<file path="config.mk">
export PLATFORM = sky130hd
export DESIGN_NAME = dma_chain_walker
export DESIGN_NICKNAME = d
export VERILOG_FILES = /design/src/rtl/dcw_pkg.sv /design/src/rtl/dcw_fetch.sv /design/src/rtl/dcw_check.sv /design/src/rtl/dma_chain_walker.sv
export SDC_FILE = /design/constraint.sdc
export NUM_CORES = 1
export LEC_CHECK = 0
export BUFFER_PORTS_ARGS = -buffer_cell sky130_fd_sc_hd__buf_2
export CORE_MARGIN = 5
export CORE_UTILIZATION = 52
export CTS_CLUSTER_SIZE = 14
export DETAILED_ROUTE_END_ITERATION = 16
export HOLD_SLACK_MARGIN = 0.02
export PLACE_DENSITY = 0.85
export SYNTH_ARGS = -nofsm -noshare
export SYNTH_HDL_FRONTEND = slang
export SYNTH_SLANG_ARGS = --single-unit
</file>
<file path="constraint.sdc">
create_clock -name clk -period 2.7 [get_ports clk]
set_input_delay 0.135 -clock clk [delete_from_list [all_inputs] [get_ports clk]]
set_output_delay 0.135 -clock clk [all_outputs]
set_load 0.02 [all_outputs]
</file>
<file path="src/rtl/dcw_pkg.sv">
package dcw_pkg;
  localparam int WORD_W  = 32;
  localparam int NFETCH  = 5;   // words actually read per descriptor
  localparam int FIDX_W  = 3;

  typedef enum logic [1:0] {
    FLT_NONE  = 2'd0,
    FLT_DESC  = 2'd1,
    FLT_MOVER = 2'd2
  } fault_e;

  typedef struct packed {
    logic [WORD_W-1:0] ctrl;
    logic [WORD_W-1:0] count;
    logic [WORD_W-1:0] loc_addr;
    logic [WORD_W-1:0] rem_addr;
    logic [WORD_W-1:0] link;
  } desc_t;

  // byte offset inside a descriptor for each fetched word
  function automatic logic [4:0] word_offset(input logic [FIDX_W-1:0] i);
    case (i)
      3'd0:    return 5'd0;
      3'd1:    return 5'd4;
      3'd2:    return 5'd8;
      3'd3:    return 5'd16;
      default: return 5'd24;
    endcase
  endfunction
endpackage

</file>
<file path="src/rtl/dcw_fetch.sv">
module dcw_fetch
  import dcw_pkg::*;
(
  input  logic              clk,
  input  logic              rst_n,
  input  logic              go,
  input  logic [WORD_W-1:0] base,
  output logic              rd_req_valid,
  input  logic              rd_req_ready,
  output logic [WORD_W-1:0] rd_req_addr,
  input  logic              rd_rsp_valid,
  output logic              rd_rsp_ready,
  input  logic [WORD_W-1:0] rd_rsp_data,
  output desc_t             desc,
  output logic              fetch_done
);
  logic              active;
  logic              waiting_rsp;
  logic [FIDX_W-1:0] idx;
  logic              rsp_fire;

  assign rd_req_valid = active && !waiting_rsp;
  assign rd_rsp_ready = active && waiting_rsp;
  assign rd_req_addr  = base + WORD_W'(word_offset(idx));
  assign rsp_fire     = rd_rsp_ready && rd_rsp_valid;

  always_ff @(posedge clk or negedge rst_n) begin
    if (!rst_n) begin
      active      <= 1'b0;
      waiting_rsp <= 1'b0;
      idx         <= '0;
      fetch_done  <= 1'b0;
    end else begin
      fetch_done <= 1'b0;
      if (go) begin
        active      <= 1'b1;
        waiting_rsp <= 1'b0;
        idx         <= '0;
      end else if (rd_req_valid && rd_req_ready) begin
        waiting_rsp <= 1'b1;
      end else if (rsp_fire) begin
        waiting_rsp <= 1'b0;
        if (idx == FIDX_W'(NFETCH - 1)) begin
          active     <= 1'b0;
          fetch_done <= 1'b1;
        end else begin
          idx <= idx + 1'b1;
        end
      end
    end
  end

  always_ff @(posedge clk or negedge rst_n) begin
    if (!rst_n) begin
      desc <= '0;
    end else if (rsp_fire) begin
      case (idx)
        3'd0:    desc.ctrl     <= rd_rsp_data;
        3'd1:    desc.count    <= rd_rsp_data;
        3'd2:    desc.loc_addr <= rd_rsp_data;
        3'd3:    desc.rem_addr <= rd_rsp_data;
        default: desc.link     <= rd_rsp_data;
      endcase
    end
  end

  a_r2_req_hold: assert property (@(posedge clk) disable iff (!rst_n)
    (rd_req_valid && !rd_req_ready) |=> (rd_req_valid && $stable(rd_req_addr)));

  a_r2_one_outstanding: assert property (@(posedge clk) disable iff (!rst_n)
    rd_rsp_ready |-> !rd_req_valid);
endmodule

</file>
<file path="src/rtl/dcw_check.sv">
module dcw_check
  import dcw_pkg::*;
#(
  parameter int CNT_W = 24
) (
  input  logic [WORD_W-1:0] count,
  input  logic [2:0]        space,
  input  logic [1:0]        width_code,
  input  logic [2:0]        loc_low,
  input  logic [2:0]        rem_low,
  output logic              legal,
  output logic [3:0]        beat_bytes
);
  logic count_ok, space_ok, align_ok;

  assign count_ok = (count != '0) && ((count >> CNT_W) == '0);
  assign align_ok = (loc_low == rem_low);

  always_comb begin
    case (space)
      3'd0, 3'd1, 3'd2, 3'd6, 3'd7: space_ok = 1'b1;
      default:                      space_ok = 1'b0;
    endcase
  end

  assign legal      = count_ok && space_ok && align_ok;
  assign beat_bytes = 4'd1 << width_code;
endmodule

</file>
<file path="src/rtl/dma_chain_walker.sv">
module dma_chain_walker
  import dcw_pkg::*;
#(
  parameter int CNT_W      = 24,
  parameter int ALIGN_BITS = 4
) (
  input  logic        clk,
  input  logic        rst_n,
  input  logic        start,
  input  logic [31:0] start_ptr,
  output logic        busy,
  output logic        chain_end,
  output logic [1:0]  fault_code,
  output logic [31:0] cur_ptr,
  output logic [31:0] remaining_count,
  output logic        rd_req_valid,
  input  logic        rd_req_ready,
  output logic [31:0] rd_req_addr,
  input  logic        rd_rsp_valid,
  output logic        rd_rsp_ready,
  input  logic [31:0] rd_rsp_data,
  output logic        xfer_valid,
  input  logic        xfer_ready,
  output logic [31:0] xfer_ctrl,
  output logic [31:0] xfer_count,
  output logic [31:0] xfer_local,
  output logic [31:0] xfer_remote,
  output logic        xfer_to_remote,
  output logic [3:0]  xfer_beat_bytes,
  input  logic        mover_done,
  input  logic        mover_error
);
  localparam logic [WORD_W-1:0] ALIGN_MASK = WORD_W'((1 << ALIGN_BITS) - 1);

  typedef enum logic [1:0] {S_IDLE, S_FETCH, S_ISSUE, S_WAIT} state_e;

  state_e            state;
  fault_e            fault_q;
  desc_t             desc;
  logic              fetch_go, fetch_done, legal;
  logic              last_link, follow;

  assign last_link = desc.link[0];
  assign follow    = (state == S_WAIT) && mover_done && !mover_error && !last_link;
  assign fetch_go  = ((state == S_IDLE) && start) || follow;

  dcw_fetch u_fetch (
    .clk          (clk),
    .rst_n        (rst_n),
    .go           (fetch_go),
    .base         (cur_ptr),
    .rd_req_valid (rd_req_valid),
    .rd_req_ready (rd_req_ready),
    .rd_req_addr  (rd_req_addr),
    .rd_rsp_valid (rd_rsp_valid),
    .rd_rsp_ready (rd_rsp_ready),
    .rd_rsp_data  (rd_rsp_data),
    .desc         (desc),
    .fetch_done   (fetch_done)
  );

  dcw_check #(.CNT_W(CNT_W)) u_check (
    .count      (desc.count),
    .space      (desc.ctrl[18:16]),
    .width_code (desc.ctrl[23:22]),
    .loc_low    (desc.loc_addr[2:0]),
    .rem_low    (desc.rem_addr[2:0]),
    .legal      (legal),
    .beat_bytes (xfer_beat_bytes)
  );

  always_ff @(posedge clk or negedge rst_n) begin
    if (!rst_n) begin
      state           <= S_IDLE;
      fault_q         <= FLT_NONE;
      cur_ptr         <= '0;
      remaining_count <= '0;
      chain_end       <= 1'b0;
    end else begin
      chain_end <= 1'b0;
      case (state)
        S_IDLE: if (start) begin
          cur_ptr         <= start_ptr & ~ALIGN_MASK;
          remaining_count <= '0;
          fault_q         <= FLT_NONE;
          state           <= S_FETCH;
        end
        S_FETCH: if (fetch_done) begin
          remaining_count <= desc.count;
          if (legal) begin
            state <= S_ISSUE;
          end else begin
            fault_q <= FLT_DESC;
            state   <= S_IDLE;
          end
        end
        S_ISSUE: if (xfer_ready) state <= S_WAIT;
        S_WAIT: begin
          if (mover_error) begin
            fault_q <= FLT_MOVER;
            state   <= S_IDLE;
          end else if (mover_done) begin
            remaining_count <= '0;
            if (last_link) begin
              chain_end <= 1'b1;
              state     <= S_IDLE;
            end else begin
              cur_ptr <= desc.link & ~ALIGN_MASK;
              state   <= S_FETCH;
            end
          end
        end
        default: state <= S_IDLE;
      endcase
    end
  end

  assign busy           = (state != S_IDLE);
  assign fault_code     = fault_q;
  assign xfer_valid     = (state == S_ISSUE);
  assign xfer_ctrl      = desc.ctrl;
  assign xfer_count     = desc.count;
  assign xfer_local     = desc.loc_addr;
  assign xfer_remote    = desc.rem_addr;
  assign xfer_to_remote = desc.ctrl[31];

  a_r1_count_clear: assert property (@(posedge clk) disable iff (!rst_n)
    (start && !busy) |=> (remaining_count == 32'd0 && fault_code == 2'd0));

  a_r4_xfer_hold: assert property (@(posedge clk) disable iff (!rst_n)
    (xfer_valid && !xfer_ready) |=> (xfer_valid && $stable(xfer_count)
                                     && $stable(xfer_local) && $stable(xfer_remote)));

  a_r6_issue_count: assert property (@(posedge clk) disable iff (!rst_n)
    xfer_valid |-> (xfer_count != 32'd0 && (xfer_count >> CNT_W) == 32'd0));

  a_r7_issue_align: assert property (@(posedge clk) disable iff (!rst_n)
    xfer_valid |-> (xfer_local[2:0] == xfer_remote[2:0]));

  a_r5_end_idle: assert property (@(posedge clk) disable iff (!rst_n)
    chain_end |-> !busy);
endmodule

</file>
; Word level (Yosys, flattened, before mapping)
; Index checks and enable logic that the tools add are counted.
; W data, S select, Z words.
[totals]
register_bits = 235
input_bits = 72
output_inout_bits = 236
[classes]
n_addsub = 2
eq_ne = 23
shifts = 1
muxes = 44
bitwise = 1
n_reduce_logical = 39
[op_table]
columns = op, n
row1 = $mux W32, 8
row2 = $pmux W32 S3, 1
row3 = $pmux W32 S2, 1
row4 = $add A32 B5 Y32, 1
row5 = $logic_not A32 Y1, 1
row6 = $reduce_bool A32 Y1, 1
row7 = $mux W2, 10
row8 = $pmux W5 S4, 1
row9 = $mux W1, 17
row10 = $ne A2 B2 Y1 const B, 8
row11 = $reduce_and A5 Y1, 3
row12 = $mux W3, 4
row13 = $logic_and A1 B1 Y1, 11
row14 = $reduce_and A2 Y1, 5
row15 = $eq A3 B2 Y1 const B, 3
row16 = $eq A3 B3 Y1 const B, 3
row17 = $pmux W2 S4, 1
row18 = $reduce_bool A2 Y1, 4
row19 = $eq A3 B1 Y1 const B, 2
row20 = $logic_not A3 Y1, 2
row21 = $pmux W2 S3, 1
row22 = $reduce_and A3 Y1, 2
row23 = $reduce_bool A3 Y1, 2
row24 = $reduce_or A5 Y1, 1
row25 = other kinds (13), 17

; Longest topological paths before layout
[logic_depth]
ltp_word = 8
ltp_mapped = 10
depth_no_buf = 10

; Modules after synthesis
; Synthesis repeated with hierarchy kept, for this count alone.
[hier_totals]
hier_cells = 755
hier_area_um2 = 10686.5
[modules_own_cells]
columns = module, instances, cells_per_inst, area_each_um2, seq_area_each_um2
row1 = dcw_fetch, 1, 468, 7340.8, 4154.0
row2 = dma_chain_walker, 1, 265, 3196.8, 1626.6
row3 = dcw_check, 1, 22, 148.9, 0.0

; Worst setup path before layout
; No wires, ideal clock.
[synth_timing]
kind = reg2out
from = register u_fetch.idx[0]
to = output rd_req_addr[22]
arrival_ns = 2.319
required_ns = 2.565
setup_slack_ns = 0.246
path_stages_with_launch = 11
cell_sequence = dfrtp_1 inv_1 ha_1 nor3_1 or3_1 ha_1 ha_1 nand2_1 nor2_1 nand4_1 xnor2_1
[synth_via]
elab_chain_len = 3
[synth_lines]
columns = item, line
row1 = from (decl), dcw_fetch.sv:19  ; logic [FIDX_W-1:0] idx;
row2 = from (signal assigned), dcw_fetch.sv:47  ; idx <= idx + 1'b1;
row3 = $eq A3 B2 Y1 (tied with other cells), dcw_pkg.sv:22  ; case (i)
row4 = $pmux W5 S4 (*), dcw_pkg.sv:22
row5 = $add A32 B5 Y32 (*), dcw_fetch.sv:24  ; assign rd_req_addr = base + WORD_W'(word_offset(idx));
row6 = to (decl), dma_chain_walker.sv:18  ; output logic [31:0] rd_req_addr,
; Mark *: on every way between the ends. The rest lies on a longest branch, timed or not.

; Worst setup path after layout
; Same ends and word-level chain as after synthesis.

==> summary by stage <==
Die
The top-level I/O count is 308. After floorplanning, the core was divided into 52 placement rows. The die outline area is 0.0234 mm². The initial core utilization is 52.7%. The die is 153 µm tall.

The die outline width is 153 µm. The placeable core region is 0.0202 mm².

Drt
The per-cell via count in the routed design is 5.32. In the routed design, unresolved DRC markers number 0. The count of routing violations after the opening detailed-route iteration is 363. The total via count after detailed routing is 7597. Once detail routing completed, the nets flagged for antenna violations numbered 0. The number of iterations in the first detailed-routing pass is 4. Wires add up to 29600 µm.

Dividing the detail-routed wire length by the instance count gives 20.7 µm.

Global routing
The total routing usage reported by global routing is 24.4%. The via count of the first global-routing pass was 8096. The overall overflow remaining after global route is 0. The number of antenna violations at the first check in global routing was 1. The global-route wire length before repair is 45800 µm. The maximum number of pins on one net before global-route repair is 77.

STA
Timing would allow up to 344 MHz. The final-report setup violation count is 24. The headroom to the max-slew limit is 32.1%. The time the final worst path needs with I/O delays and setup is 2910 ps. Setup repair after global routing could not meet its margin everywhere.

The count of final max-slew check failures was 0. In the post-route analysis, the smallest setup slack over all paths is -206 ps. The final count of hold timing violations was 0. Adding up every negative setup slack in the final design gives -2840 ps. Between clock sinks in the finished design, the worst skew comes to 9.71 ps.

The worst path uses 108% of the clock period. The transition time at the pin with the least slew margin is 1010 ps.

Critical path
The slowest stage of the critical path belongs to the cell sky130_fd_sc_hd__dfrtp_1. The cell with the most instances on the worst path is sky130_fd_sc_hd__ha_4. The critical path goes through inv_2, ha_4, nor3_4, or3_4, ha_4, ha_4, nand2_4, buf_4, nor2_4, nand4_1, xnor2_1, buf_4.

Along the worst path, the maximum fanout reaches 5. The worst setup path is captured at an output port. In this design, the stage delay of the slowest critical-path cell is 430 ps.

The source of the worst register-to-register timing path is u_fetch.idx[1]. The worst setup path is launched from a flop. For flop-to-flop paths, the worst setup slack is 430 ps. STA puts the critical path data required time at 2570 ps.

The setup path with the least slack is of type reg2out. In this run the worst setup path begins at u_fetch.idx[0]. The worst path arrival time is 2770 ps.

Run status
The run finished, with violations left. The checks that failed: setup timing.

Logic synthesis
The average cell area after synthesis is 11.9 µm². In this run the cell area of the synthesized design comes to 0.0106 mm². The synthesized flop and latch total is 228. The warning count from the yosys run is 0. The sequential element share of the synthesized area is 53.7%. The gate count after technology mapping is 891. The number of distinct library cells after synthesis is 40.

Pwr
Dividing total power by cell area gives a power density of 1320 mW/mm². The completed layout was analyzed and its total power is 17600 µW. The maximum vdd ir drop is 0.907 mV. Summed over all cells, the static leakage comes to 0.00667 µW.

Place
After legalization and detailed placement, the total HPWL measured 20000 µm. Summing all placed instances gives a cell area of 0.0116 mm². The congestion estimate from routability-driven global placement came to 0.840.

Buffers placed on the I/O ports in this run total 297.

Clocking
The root buffer cell is sky130_fd_sc_hd__clkbuf_16. The clock sink total is 228. In this run, CTS created clock tree buffers numbering 23. No sink is reached through more buffers than the 3 on the longest clock path.

Clock-pin slew was measured on the worst setup and hold paths at 60 ps. The number of levels in the clock H-tree is 1. The clock reaches the later pin of the worst-skew pair after 500 ps. The TritonCTS clock tree is built.

Layout
The post-route cell area is 0.0133 mm². The share of final-layout standard cells stronger than drive strength 1 is 48.0%. The final layout contains 1227 nets. From synthesis to final layout, the design area changed by 25.1%.

Worst hold path
The path class of the tightest hold or removal check is in2reg. The hold path startpoint is rd_rsp_valid.

Job
The count of max-cap constraint violations is 0.
## stage by stage
step	std cells	hold WS [ps]	worst slack [ps]	util [%]
2_1_floorplan	896	-161	246	-
3_3_place_gp	1313	154	135	57.4
3_5_place_dp	1313	153	50.4	57.4
4_1_cts	1425	32.3	-262	65.2
5_1_grt	1429	61.1	-313	65.9
6_report	1429	67.3	-206	65.9
## layout by cell type, fill, tap and decap left out, types with 2 or more instances in the layout
master	netlist	layout
sky130_fd_sc_hd__and4_1	3	3
sky130_fd_sc_hd__xnor2_1	23	17
sky130_fd_sc_hd__xnor2_2	0	6
sky130_fd_sc_hd__clkbuf_16	0	23
sky130_fd_sc_hd__conb_1	1	6
sky130_fd_sc_hd__nand2b_1	2	2
sky130_fd_sc_hd__nand2_4	0	2
sky130_fd_sc_hd__buf_2	26	271
sky130_fd_sc_hd__inv_1	6	4
sky130_fd_sc_hd__nor4_4	2	2
sky130_fd_sc_hd__nor2_4	0	3
sky130_fd_sc_hd__nand4_1	6	6
sky130_fd_sc_hd__and2_1	4	3
sky130_fd_sc_hd__a21oi_1	35	35
sky130_fd_sc_hd__nand2_2	0	9
sky130_fd_sc_hd__mux2_2	150	150
sky130_fd_sc_hd__xor2_1	7	7
sky130_fd_sc_hd__nor3_1	3	2
sky130_fd_sc_hd__nor2_1	42	39
sky130_fd_sc_hd__and3_1	4	4
sky130_fd_sc_hd__buf_4	135	49
sky130_fd_sc_hd__clkinv_2	0	3
sky130_fd_sc_hd__nor2b_1	6	5
sky130_fd_sc_hd__mux2_1	9	9
sky130_fd_sc_hd__buf_6	0	5
sky130_fd_sc_hd__nor4_1	7	7
sky130_fd_sc_hd__ha_4	0	7
sky130_fd_sc_hd__buf_12	0	5
sky130_fd_sc_hd__nand2_1	86	75
sky130_fd_sc_hd__mux2i_1	28	28
sky130_fd_sc_hd__o21ai_0	36	36
sky130_fd_sc_hd__nand3_2	1	4
sky130_fd_sc_hd__inv_2	0	2
sky130_fd_sc_hd__dfrtp_1	228	227
sky130_fd_sc_hd__nand3_1	10	7
sky130_fd_sc_hd__clkbuf_1	9	7
sky130_fd_sc_hd__dlygate4sd3_1	0	66
## registers in the layout, summed over array words and instances (netlist names), named ones only
register             count
u_fetch.desc           157
state                    1
chain_end                1
u_fetch.idx              3
u_fetch.active           1
fault_code               2
remaining_count         32
cur_ptr                 28
u_fetch.waiting_rsp      1
u_fetch.fetch_done       1
## worst max-delay path: cells and delay by family, from the launching register on
family	cells	cell delay (ps)
xor+xnor	1	180
simple gates	5	750
fa+ha+maj	3	470
buf+inv	3	430
flops	1	430
## worst paths after layout
path	to	depth (start not counted)
worst min-delay path	u_fetch.fetch_done	3
worst max register to register	u_fetch.desc[8]	6
worst max-delay path	rd_req_addr[22]	12
max in group asynchronous	cur_ptr[19]	3
worst min register to register	remaining_count[23]	2
min in group asynchronous	remaining_count[15]	2
## cells by family after synthesis
kind of cell / Yosys count / synth area share, %
buffers and inverters: 176 / 11.3
DFF: 228 / 53.7
xor gates and xnor gates: 30 / 2.47
adders and majority gates: 7 / 0.824
AOI/OAI and AO/OA: 79 / 3.94
muxes: 187 / 19.5
other: 1 / 0.0353
and+or+nand+nor: 183 / 8.25
## cell usage after synthesis
library cell,n,area share [%]
sky130_fd_sc_hd__a21oi_1,35,1.6
sky130_fd_sc_hd__a2bb2oi_1,1,0.082
sky130_fd_sc_hd__a311oi_1,1,0.082
sky130_fd_sc_hd__and2_1,4,0.24
sky130_fd_sc_hd__and3_1,4,0.24
sky130_fd_sc_hd__and4_1,3,0.25
sky130_fd_sc_hd__buf_2,26,1.2
sky130_fd_sc_hd__buf_4,135,9.5
sky130_fd_sc_hd__clkbuf_1,9,0.32
sky130_fd_sc_hd__conb_1,1,0.035
sky130_fd_sc_hd__dfrtp_1,228,54
sky130_fd_sc_hd__ha_1,7,0.82
sky130_fd_sc_hd__inv_1,6,0.21
sky130_fd_sc_hd__mux2_1,9,0.95
sky130_fd_sc_hd__mux2_2,150,16
sky130_fd_sc_hd__mux2i_1,28,2.6
sky130_fd_sc_hd__nand2_1,86,3.0
sky130_fd_sc_hd__nand2b_1,2,0.12
sky130_fd_sc_hd__nand3_1,10,0.47
sky130_fd_sc_hd__nand3_2,1,0.094
sky130_fd_sc_hd__nand3_4,1,0.16
sky130_fd_sc_hd__nand4_1,6,0.35
sky130_fd_sc_hd__nand4_2,1,0.12
sky130_fd_sc_hd__nor2_1,42,1.5
sky130_fd_sc_hd__nor2b_1,6,0.35
sky130_fd_sc_hd__nor3_1,3,0.14
sky130_fd_sc_hd__nor3b_2,1,0.12
sky130_fd_sc_hd__nor4_1,7,0.41
sky130_fd_sc_hd__nor4_4,2,0.40
sky130_fd_sc_hd__o2111ai_1,1,0.082
sky130_fd_sc_hd__o211a_1,1,0.094
sky130_fd_sc_hd__o21ai_0,36,1.7
sky130_fd_sc_hd__o21ai_1,2,0.094
sky130_fd_sc_hd__o2bb2ai_1,2,0.16
sky130_fd_sc_hd__or2_2,1,0.059
sky130_fd_sc_hd__or2_4,1,0.082
sky130_fd_sc_hd__or3_1,1,0.059
sky130_fd_sc_hd__or4_1,1,0.071
sky130_fd_sc_hd__xnor2_1,23,1.9
sky130_fd_sc_hd__xor2_1,7,0.58
## layout make-up
| cell class | count | area [µm²] |
|---|---|---|
| well taps | 270 | 338 |
| repair buffers | 397 | 2560 |
| clock inverters | 4 | 45.0 |
| flip-flops and latches | 228 | 5710 |
| diodes | 1 | 2.50 |
| clock buffers | 31 | 616 |
| fillers | 1438 | 6880 |
| multi-input cells | 492 | 4000 |
| inverters | 6 | 22.5 |
## per-layer routing
layer  GRT usage [%]  vias up  part of all wire [%]
li1                -     3408                     -
met1            30.8     3831                    40
met2            41.3      291                    50
met3            5.57       67                   6.7
met4            9.50        0                   3.7
met5               0        -                     0
## power breakdown
part / switching [µW] / internal, µW / total [µW]
Clock: 1230 / 1670 / 2900
Sequential: 1370 / 5080 / 6450
Combinational: 4790 / 3410 / 8210
## what timing repair did
action                                 in CTS  in global routing
setup endpoints to repair                  22                 26
endpoints found under the hold margin     258                  0
gates resized for setup                    45                 28
hold buffers                               66                  0
buffers inserted                           11                  4
pin swaps                                  14                 18
Power figures use the tool's default switching activity.
